$ cat src/rtl/fz_pkg.sv
`timescale 1ns/1ps
package fz_pkg;

  typedef enum logic [2:0] {
    LBL_NEG_BIG   = 3'd0,
    LBL_NEG_SMALL = 3'd1,
    LBL_ZERO      = 3'd2,
    LBL_POS_SMALL = 3'd3,
    LBL_POS_BIG   = 3'd4
  } fz_label_e;

  // Rule consequent in half-steps: label sum minus 4, clamped to +/-2.
  function automatic logic signed [2:0] fz_step(input logic [2:0] lbl_e,
                                                input logic [2:0] lbl_d);
    logic signed [4:0] s;
    s = $signed({2'b00, lbl_e}) + $signed({2'b00, lbl_d}) - 5'sd4;
    if (s > 5'sd2) s = 5'sd2;
    else if (s < -5'sd2) s = -5'sd2;
    return s[2:0];
  endfunction

endpackage

$ cat src/rtl/fz_fuzzify.sv
`timescale 1ns/1ps
module fz_fuzzify #(
  parameter int W    = 16,
  parameter int FRAC = 14
) (
  input  logic signed [W-1:0] x_i,
  output logic [1:0]          seg_o,
  output logic [W-1:0]        g_lo_o,
  output logic [W-1:0]        g_hi_o
);
  localparam int XW    = W + 1;
  localparam int ONE_I = 1 << FRAC;

  logic signed [XW-1:0] xe, xs;
  logic [XW-1:0]        off, part;
  logic [2:0]           seg3;

  always_comb begin
    xe = {x_i[W-1], x_i};
    // Saturate into the universe [-1, 1]
    if (xe > XW'(ONE_I))       xs = XW'(ONE_I);
    else if (xe < -XW'(ONE_I)) xs = -XW'(ONE_I);
    else                       xs = xe;
    off  = $unsigned(xs + XW'(ONE_I));
    seg3 = off[FRAC+1:FRAC-1];
    if (seg3 > 3'd3) seg3 = 3'd3;
    part   = off - (XW'(seg3) << (FRAC-1));
    g_hi_o = W'(part << 1);
    g_lo_o = W'(ONE_I) - g_hi_o;
  end

  assign seg_o = seg3[1:0];
endmodule

$ cat src/rtl/fz_rule_eval.sv
`timescale 1ns/1ps
module fz_rule_eval import fz_pkg::*; #(
  parameter int W    = 16,
  parameter int FRAC = 14,
  parameter int NUMW = 32,
  parameter int DENW = 17
) (
  input  logic [1:0]             seg_e_i,
  input  logic [1:0]             seg_d_i,
  input  logic [W-1:0]           ge_lo_i,
  input  logic [W-1:0]           ge_hi_i,
  input  logic [W-1:0]           gd_lo_i,
  input  logic [W-1:0]           gd_hi_i,
  output logic signed [NUMW-1:0] num_o,
  output logic [DENW-1:0]        den_o
);
  localparam int NRULE = 4;

  logic [W-1:0]           str  [NRULE];
  logic signed [NUMW-1:0] prod [NRULE];

  for (genvar a = 0; a < 2; a++) begin : g_err
    for (genvar b = 0; b < 2; b++) begin : g_der
      localparam int K = 2*a + b;
      logic [W-1:0]           ga, gb;
      logic signed [2:0]      step;
      logic signed [NUMW-1:0] wgt;
      assign ga   = (a == 0) ? ge_lo_i : ge_hi_i;
      assign gb   = (b == 0) ? gd_lo_i : gd_hi_i;
      assign step = fz_step({1'b0, seg_e_i} + 3'(a), {1'b0, seg_d_i} + 3'(b));
      assign wgt  = NUMW'(step) <<< (FRAC-1);
      assign str[K]  = (ga < gb) ? ga : gb;
      assign prod[K] = $signed({{(NUMW-W){1'b0}}, str[K]}) * wgt;
    end
  end

  always_comb begin
    num_o = '0;
    den_o = '0;
    for (int k = 0; k < NRULE; k++) begin
      num_o = num_o + prod[k];
      den_o = den_o + DENW'(str[k]);
    end
  end
endmodule

$ cat src/rtl/fz_seq_div.sv
`timescale 1ns/1ps
module fz_seq_div #(
  parameter int NW = 32,
  parameter int DW = 17
) (
  input  logic          clk,
  input  logic          rst,
  input  logic          start_i,
  input  logic [NW-1:0] dividend_i,
  input  logic [DW-1:0] divisor_i,
  output logic [NW-1:0] quot_o,
  output logic          valid_o
);
  localparam int CW = $clog2(NW + 1);

  logic [DW-1:0] rem_q, dsr_q;
  logic [NW-1:0] quo_q;
  logic [CW-1:0] cnt_q;
  logic          valid_q;
  logic [DW:0]   rem_sh, rem_sub;
  logic          fits;

  always_comb begin
    rem_sh  = {rem_q, quo_q[NW-1]};
    fits    = rem_sh >= {1'b0, dsr_q};
    rem_sub = fits ? (rem_sh - {1'b0, dsr_q}) : rem_sh;
  end

  always_ff @(posedge clk) begin
    if (rst) begin
      rem_q   <= '0;
      dsr_q   <= '0;
      quo_q   <= '0;
      cnt_q   <= '0;
      valid_q <= 1'b0;
    end else begin
      valid_q <= 1'b0;
      if (cnt_q == '0) begin
        if (start_i) begin
          rem_q <= '0;
          quo_q <= dividend_i;
          dsr_q <= divisor_i;
          cnt_q <= CW'(NW);
        end
      end else begin
        rem_q <= rem_sub[DW-1:0];
        quo_q <= {quo_q[NW-2:0], fits};
        cnt_q <= cnt_q - 1'b1;
        if (cnt_q == CW'(1)) valid_q <= 1'b1;
      end
    end
  end

  assign quot_o  = quo_q;
  assign valid_o = valid_q;
endmodule

$ cat src/rtl/fz_duty_ctrl.sv
`timescale 1ns/1ps
module fz_duty_ctrl #(
  parameter int W    = 16,
  parameter int FRAC = 14
) (
  input  logic                clk,
  input  logic                rst,
  input  logic                sample_i,
  input  logic signed [W-1:0] err_i,
  input  logic signed [W-1:0] derr_i,
  output logic signed [W-1:0] duty_ref_o,
  output logic                done_o
);
  localparam int NUMW  = 2*FRAC + 4;
  localparam int DENW  = FRAC + 3;
  localparam int ONE_I = 1 << FRAC;

  logic signed [W-1:0] xin  [2];
  logic [1:0]          seg  [2];
  logic [W-1:0]        g_lo [2];
  logic [W-1:0]        g_hi [2];

  assign xin[0] = err_i;
  assign xin[1] = derr_i;

  for (genvar i = 0; i < 2; i++) begin : g_fz
    fz_fuzzify #(.W(W), .FRAC(FRAC)) u_fz (
      .x_i(xin[i]), .seg_o(seg[i]), .g_lo_o(g_lo[i]), .g_hi_o(g_hi[i])
    );
  end

  logic signed [NUMW-1:0] num;
  logic [DENW-1:0]        den;

  fz_rule_eval #(.W(W), .FRAC(FRAC), .NUMW(NUMW), .DENW(DENW)) u_rules (
    .seg_e_i(seg[0]), .seg_d_i(seg[1]),
    .ge_lo_i(g_lo[0]), .ge_hi_i(g_hi[0]),
    .gd_lo_i(g_lo[1]), .gd_hi_i(g_hi[1]),
    .num_o(num), .den_o(den)
  );

  logic            busy_q, neg_q, dz_q, done_pend_q, done_q;
  logic            accept, div_valid;
  logic [NUMW-1:0] num_abs, div_quot;
  logic signed [W-1:0]    duty_q, duty_next;
  logic signed [NUMW-1:0] inc, acc_sum;

  assign accept  = sample_i && !busy_q;
  assign num_abs = num[NUMW-1] ? $unsigned(-num) : $unsigned(num);

  fz_seq_div #(.NW(NUMW), .DW(DENW)) u_div (
    .clk(clk), .rst(rst), .start_i(accept),
    .dividend_i(num_abs), .divisor_i(den),
    .quot_o(div_quot), .valid_o(div_valid)
  );

  always_comb begin
    if (dz_q)       inc = '0;
    else if (neg_q) inc = -$signed(div_quot);
    else            inc = $signed(div_quot);
    acc_sum = NUMW'(duty_q) + inc;
    if (acc_sum < 0)                     duty_next = '0;
    else if (acc_sum > NUMW'(ONE_I))     duty_next = W'(ONE_I);
    else                                 duty_next = acc_sum[W-1:0];
  end

  always_ff @(posedge clk) begin
    if (rst) begin
      busy_q      <= 1'b0;
      neg_q       <= 1'b0;
      dz_q        <= 1'b0;
      done_pend_q <= 1'b0;
      done_q      <= 1'b0;
      duty_q      <= '0;
    end else begin
      done_q      <= done_pend_q;
      done_pend_q <= 1'b0;
      if (accept) begin
        busy_q <= 1'b1;
        neg_q  <= num[NUMW-1];
        dz_q   <= (den == '0);
      end
      if (div_valid) begin
        duty_q      <= duty_next;
        done_pend_q <= 1'b1;
      end
      if (done_pend_q) busy_q <= 1'b0;
    end
  end

  assign duty_ref_o = duty_q;
  assign done_o     = done_q;
endmodule

$ cat config.mk
export PLATFORM = sky130hd
export DESIGN_NAME = fz_duty_ctrl
export DESIGN_NICKNAME = d
export VERILOG_FILES = /design/src/rtl/fz_pkg.sv /design/src/rtl/fz_fuzzify.sv /design/src/rtl/fz_rule_eval.sv /design/src/rtl/fz_seq_div.sv /design/src/rtl/fz_duty_ctrl.sv
export SDC_FILE = /design/constraint.sdc
export NUM_CORES = 1
export LEC_CHECK = 0
export ABC_AREA = 1
export ABC_CLOCK_PERIOD_IN_PS = 26900
export BUFFER_PORTS_ARGS = -buffer_cell sky130_fd_sc_hd__buf_2
export CAP_MARGIN = 10
export CORE_MARGIN = 2
export CORE_UTILIZATION = 55
export DETAILED_ROUTE_END_ITERATION = 7
export PLACE_DENSITY = 0.69
export SLEW_MARGIN = 20
export SYNTH_ARGS = -nofsm -noshare
export SYNTH_HDL_FRONTEND = slang
export SYNTH_HIERARCHICAL = 1
export SYNTH_SLANG_ARGS = --single-unit
$ cat constraint.sdc
create_clock -name clk -period 26.9 [get_ports clk]
set_input_delay 5.38 -clock clk [delete_from_list [all_inputs] [get_ports clk]]
set_output_delay 5.38 -clock clk [all_outputs]
set_load 0.01 [all_outputs]
# Yosys cells after proc, flatten, opt, wreduce, memory -nomap -nowiden
# Index checks and enable logic that the tools add are counted.
# word_totals
ff_bits	94
out_inout_bits	17
# op_classes
n_addsub	27
n_lt_le_gt_ge	21
eq_ne	2
multipliers	4
reduce_logical	7
n_mux	32
# ops
cell	count
$mux 16	10
$mux 32	5
$add 32x32->32	3
$mul 17x3->19	4
$lt 16x16->1	4
$neg 32->32	2
$mux 17	3
$add 17x16->17	2
$add 16x16->16 const B	2
$add 16x32->32	1
$gt 16x16->1 const B	2
$gt 32x16->1 const B	1
$lt 16x15->1 const B	2
$lt 32x1->1 const B	1
$sub 15x16->16 const A	2
$sub 15x15->15	2
$mux 3	8
$gt 5x3->1 const B	4
$lt 5x2->1 const B	4
$ge 18x17->1	1
$add 16x16->17	1
$logic_not 17->1	1
$sub 17x17->17	1
$sub 4x3->5 const B	3
18 further kinds	24

# Longest topological paths before layout
# depth
word_depth	20
ltp_mapped	61

# Modules after synthesis
# The synthesis kept the hierarchy.
# modules_own_cells
module	n_inst	cells_each	area_per_inst_um2	seq_area_each_um2
fz_rule_eval	1	1687	12111.6	0.0
fz_duty_ctrl	1	927	4912.2	420.4
fz_seq_div	1	629	4150.2	1461.4
fz_fuzzify	2	137	696.9	0.0

# Worst setup path after synthesis
# OpenSTA, ideal clock, no wires.
# synth_timing
kind	input-to-reg
start	in derr_i[15]
end	reg u_div.quo_q[30], in the netlist u_div/quot_o[30]
setup_ns	0.132
arrival_time_ns	13.779
setup_slack_ns	12.988
stages	45
path_buffers	1
required_time_ns	26.768
cell_sequence	inv_2 -> nor2_4 -> buf_6 -> nor2_1 -> ha_1 -> ha_1 -> ha_1 -> fa_1 -> nor4_4 -> inv_2 -> a21oi_4 -> nand2_1 -> fa_1 -> inv_1 -> fa_1 -> ha_1 -> fa_1 -> nand3_1 -> [... 9 more ...] -> inv_1 -> ha_1 -> nand2_1 -> nor3_1 -> nand4_1 -> or2_2 -> o311ai_0 -> inv_1 -> nand3_1 -> nand2_1 -> nand2_1 -> o21a_1 -> o21ai_0 -> a21oi_1 -> nand2_1 -> xor2_1 -> nand2_1 -> a31oi_1
# synth_lines
item	line	text
start: declaration	fz_duty_ctrl.sv:10	input logic signed [W-1:0] derr_i,
end signal: assignment	fz_seq_div.sv:41	quo_q <= dividend_i;
end signal: assignment	fz_seq_div.sv:47	quo_q <= {quo_q[NW-2:0], fits};
end: declaration	fz_seq_div.sv:17	logic [NW-1:0] quo_q;

==> results.md <==
- Outcome: complete, no violations
- Post-Syn Area: 22,600 sq um
- Via count of the first global-routing pass: 21,700
- Most common cell in the netlist: nand2_1
- HPWL reported at the end of detailed placement: 56.8 mm
- Vias per std cell: 5.45
- Row count: 74
- Count of flip-flops with a built-in enable after synthesis: 0
- Crit Path Max Fanout: 32
- Width of the chip: 207 um
- Level count of the clock H-tree: 3
- Setup slack after layout: 10,800 ps
- End of the worst register-to-register path: duty_ref_o[6]
- Time the final worst path needs with I/O delays and setup: 16,100 ps
- Proportion of layout cells with a drive suffix above 1: 6.99%
- TritonCTS clock tree: done
- Critical Path Start Type: primary input
- Max-slew headroom: 35.7%
- Routed length per instance: 16.3 um
- Clock-pin slew on the worst setup and hold paths: 80 ps
- Sequential share of the synthesized area: 8.34%
- Final setup violation count: 0
- Starting utilization of the core area: 55.5%
- Top cell type's share of synthesized area: 16.1%
- Worst endpoint data arrival time: 16,310 ps
- Antenna-violating nets left: 0
- Area of the core region: 40,600 sq um
- CTS sink cnt: 94
- Number of buffers created by CTS: 9
- # diodes: 0
- Overall die height: 207 um
- Wire length of the first global-routing pass: 107 mm
- Count of input and output buffers: 51
- Top_reg_cell synth: dfxtp_1
- Post-CTS setup buffer count: 0
- Critical path class: in -> reg
- Buffer cell driving the clock tree root: clkbuf_16
- Via count of the routed design: 22,100
- Number of max-cap violations: 0
- Slew at the pin closest to its max-slew limit: 964 ps
- Clock Skew: 14.9 ps
- Maximum number of pins on one net before global-route repair: 76
- Critical Path Sink Type: flop
- Flop-to-flop setup slack: 22,190 ps
- Terminating pin of the worst hold path: done_o
- Signed area change from the synthesized netlist to the final layout: 3.63%
- Placer's final routability congestion estimate: 0.998
- Accumulated negative setup slack: 0 ps
- Yosys Warn Count: 6
- Unrepaired setup endpoints after global routing: false
- Launching element of the worst setup path: derr_i[1]
- Layout net count: 3,979
- Worst R2R Start: u_div/quot_o[0]
- Class of the tightest hold or removal check: reg -> reg
- Tot GR Track Use: 31.7%
- Number of buffers inserted by hold repair at cts: 0
- Most area-hungry cell type in the Yosys netlist: ha_1
- Final period util: 59.8%
- Cell with the largest stage delay on the worst path: fa_1
- Final wirelength: 66.0 mm
- Number of remaining DRC errors: 0
- Clk buf depth: 2
- Final Hold Fails: 0
- Worst path required time: 27,110 ps
- Most frequent cells after synthesis: nand2_1 (883), inv_1 (614), nor2_1 (304)
- Peak per-stage delay on the critical path: 550 ps
- Total overflow reported by the global router: 0
- Count of final max-slew check failures: 0
- Max Freq: 62.1 MHz
- Full die area: 42,700 sq um
- Yosys reg bits: 94
- Starting DRC count in detailed routing: 1,317
- Synthesized area per cell: 6.42 sq um
- Leading cell types by total area after synthesis: ha_1 (16%), nand2_1 (15%), fa_1 (12%), inv_1 (10%), dfxtp_1 (8.3%)
- Mapped Cells: 3,517
- Initial antenna violation count: 0
- I/O Pins: 52
- Number of gates resized after CTS: 0
- First-pass detailed-route iteration total: 5
- Minimum setup slack after placement: 10,450 ps
- Count of distinct cell types in the synthesized netlist: 63
- Share of synthesized registers carrying an async set or reset: 0%
- Cell count of the worst reg-to-reg path: 23
- Startpoint of the worst hold path: done_pend_q
- Hold Path Cell Cnt: 2
- Worst-skew pair later-pin latency: 380 ps
## layout by cell type (no fill, tap or decap), drive strengths merged, types with 5 or more instances in the layout
cell / count
clkinv: 5
inv: 635
nand2: 917
or2: 18
nand3b: 28
buf: 58
a21oi: 253
nor3: 45
and3: 5
fa: 140
xor2: 90
o21ai: 186
o211ai: 8
dfxtp: 94
o31ai: 12
xnor2: 51
o2111ai: 5
and2: 23
nand3: 149
conb: 19
nor2: 339
ha: 290
a31oi: 43
nand4: 47
clkbuf: 9
o21bai: 11
nor4: 13
## through the flow
| stage | hold WS (ps) | instances | utilization, % | cell area (sq um) |
|---|---|---|---|---|
| 5_1_grt | 464 | 4051 | 57.5 | 23400 |
| 4_1_cts | 436 | 4051 | 57.5 | 23400 |
| 3_5_place_dp | 427 | 4035 | 56.8 | 23100 |
| 3_3_place_gp | 409 | 4035 | 56.8 | 23100 |
| 6_report | 431 | 4051 | 57.5 | 23400 |
| 2_1_floorplan | 400 | 3533 | - | 22600 |
## state kept, by name (all words and copies together) (netlist names)
signal	cells
u_div/rem_q	17
done_o	1
u_div/valid_o	1
u_div/quot_o	32
duty_ref_o	16
u_div/dsr_q	17
done_pend_q	1
u_div/cnt_q	6
busy_q	1
dz_q	1
neg_q	1
## logic make-up (layout without fill, tap and decap cells)
| group | Yosys count | after routing | share of synthesized area (%) |
|---|---|---|---|
| other cells | 3 | 19 | 0.0499 |
| simple gates | 1586 | 1586 | 30.8 |
| fa+ha+maj | 430 | 430 | 28.5 |
| xor+xnor | 141 | 141 | 5.51 |
| buf+inv | 724 | 710 | 12.8 |
| compound gates | 539 | 539 | 13.9 |
| flops | 94 | 94 | 8.34 |
## layer usage
| layer | vias up | track usage (%) | share of wire [%] |
|---|---|---|---|
| met4 | 0 | 15.3 | 4.8 |
| met2 | 580 | 57.4 | 48 |
| met5 | - | 0 | 0 |
| li1 | 11200 | - | - |
| met1 | 10200 | 38.2 | 43 |
| met3 | 145 | 1.81 | 3.9 |
## final cells by class
cell class / instances / area, sq um
tap: 532 / 666
timing repair buffer: 58 / 308
multi-input combinational: 2715 / 17800
clock inverter: 7 / 70.1
fill: 4060 / 17300
clock buffer: 9 / 225
sequential: 94 / 1880
inverter: 636 / 2390
## critical path: cells and delay by family
kind	cells	cell delay (ps)
compound gates	13	2280
xor+xnor	2	370
fa+ha+maj	9	3450
buf+inv	11	1550
simple gates	20	3260
## how the worst max path moves through the flow
stage	to	depth (start not counted)
3_5_place_dp	u_div/quot_o[30]	55
3_3_place_gp	u_div/quot_o[30]	55
4_1_cts	u_div/quot_o[30]	55
2_1_floorplan	u_div/quot_o[30]	45
5_1_grt	u_div/quot_o[30]	54
6_report	u_div/quot_o[30]	55
Power is left out: the tool's default activity adds up to more than one toggle a clock period on the data nets, which glitch-free logic cannot reach.
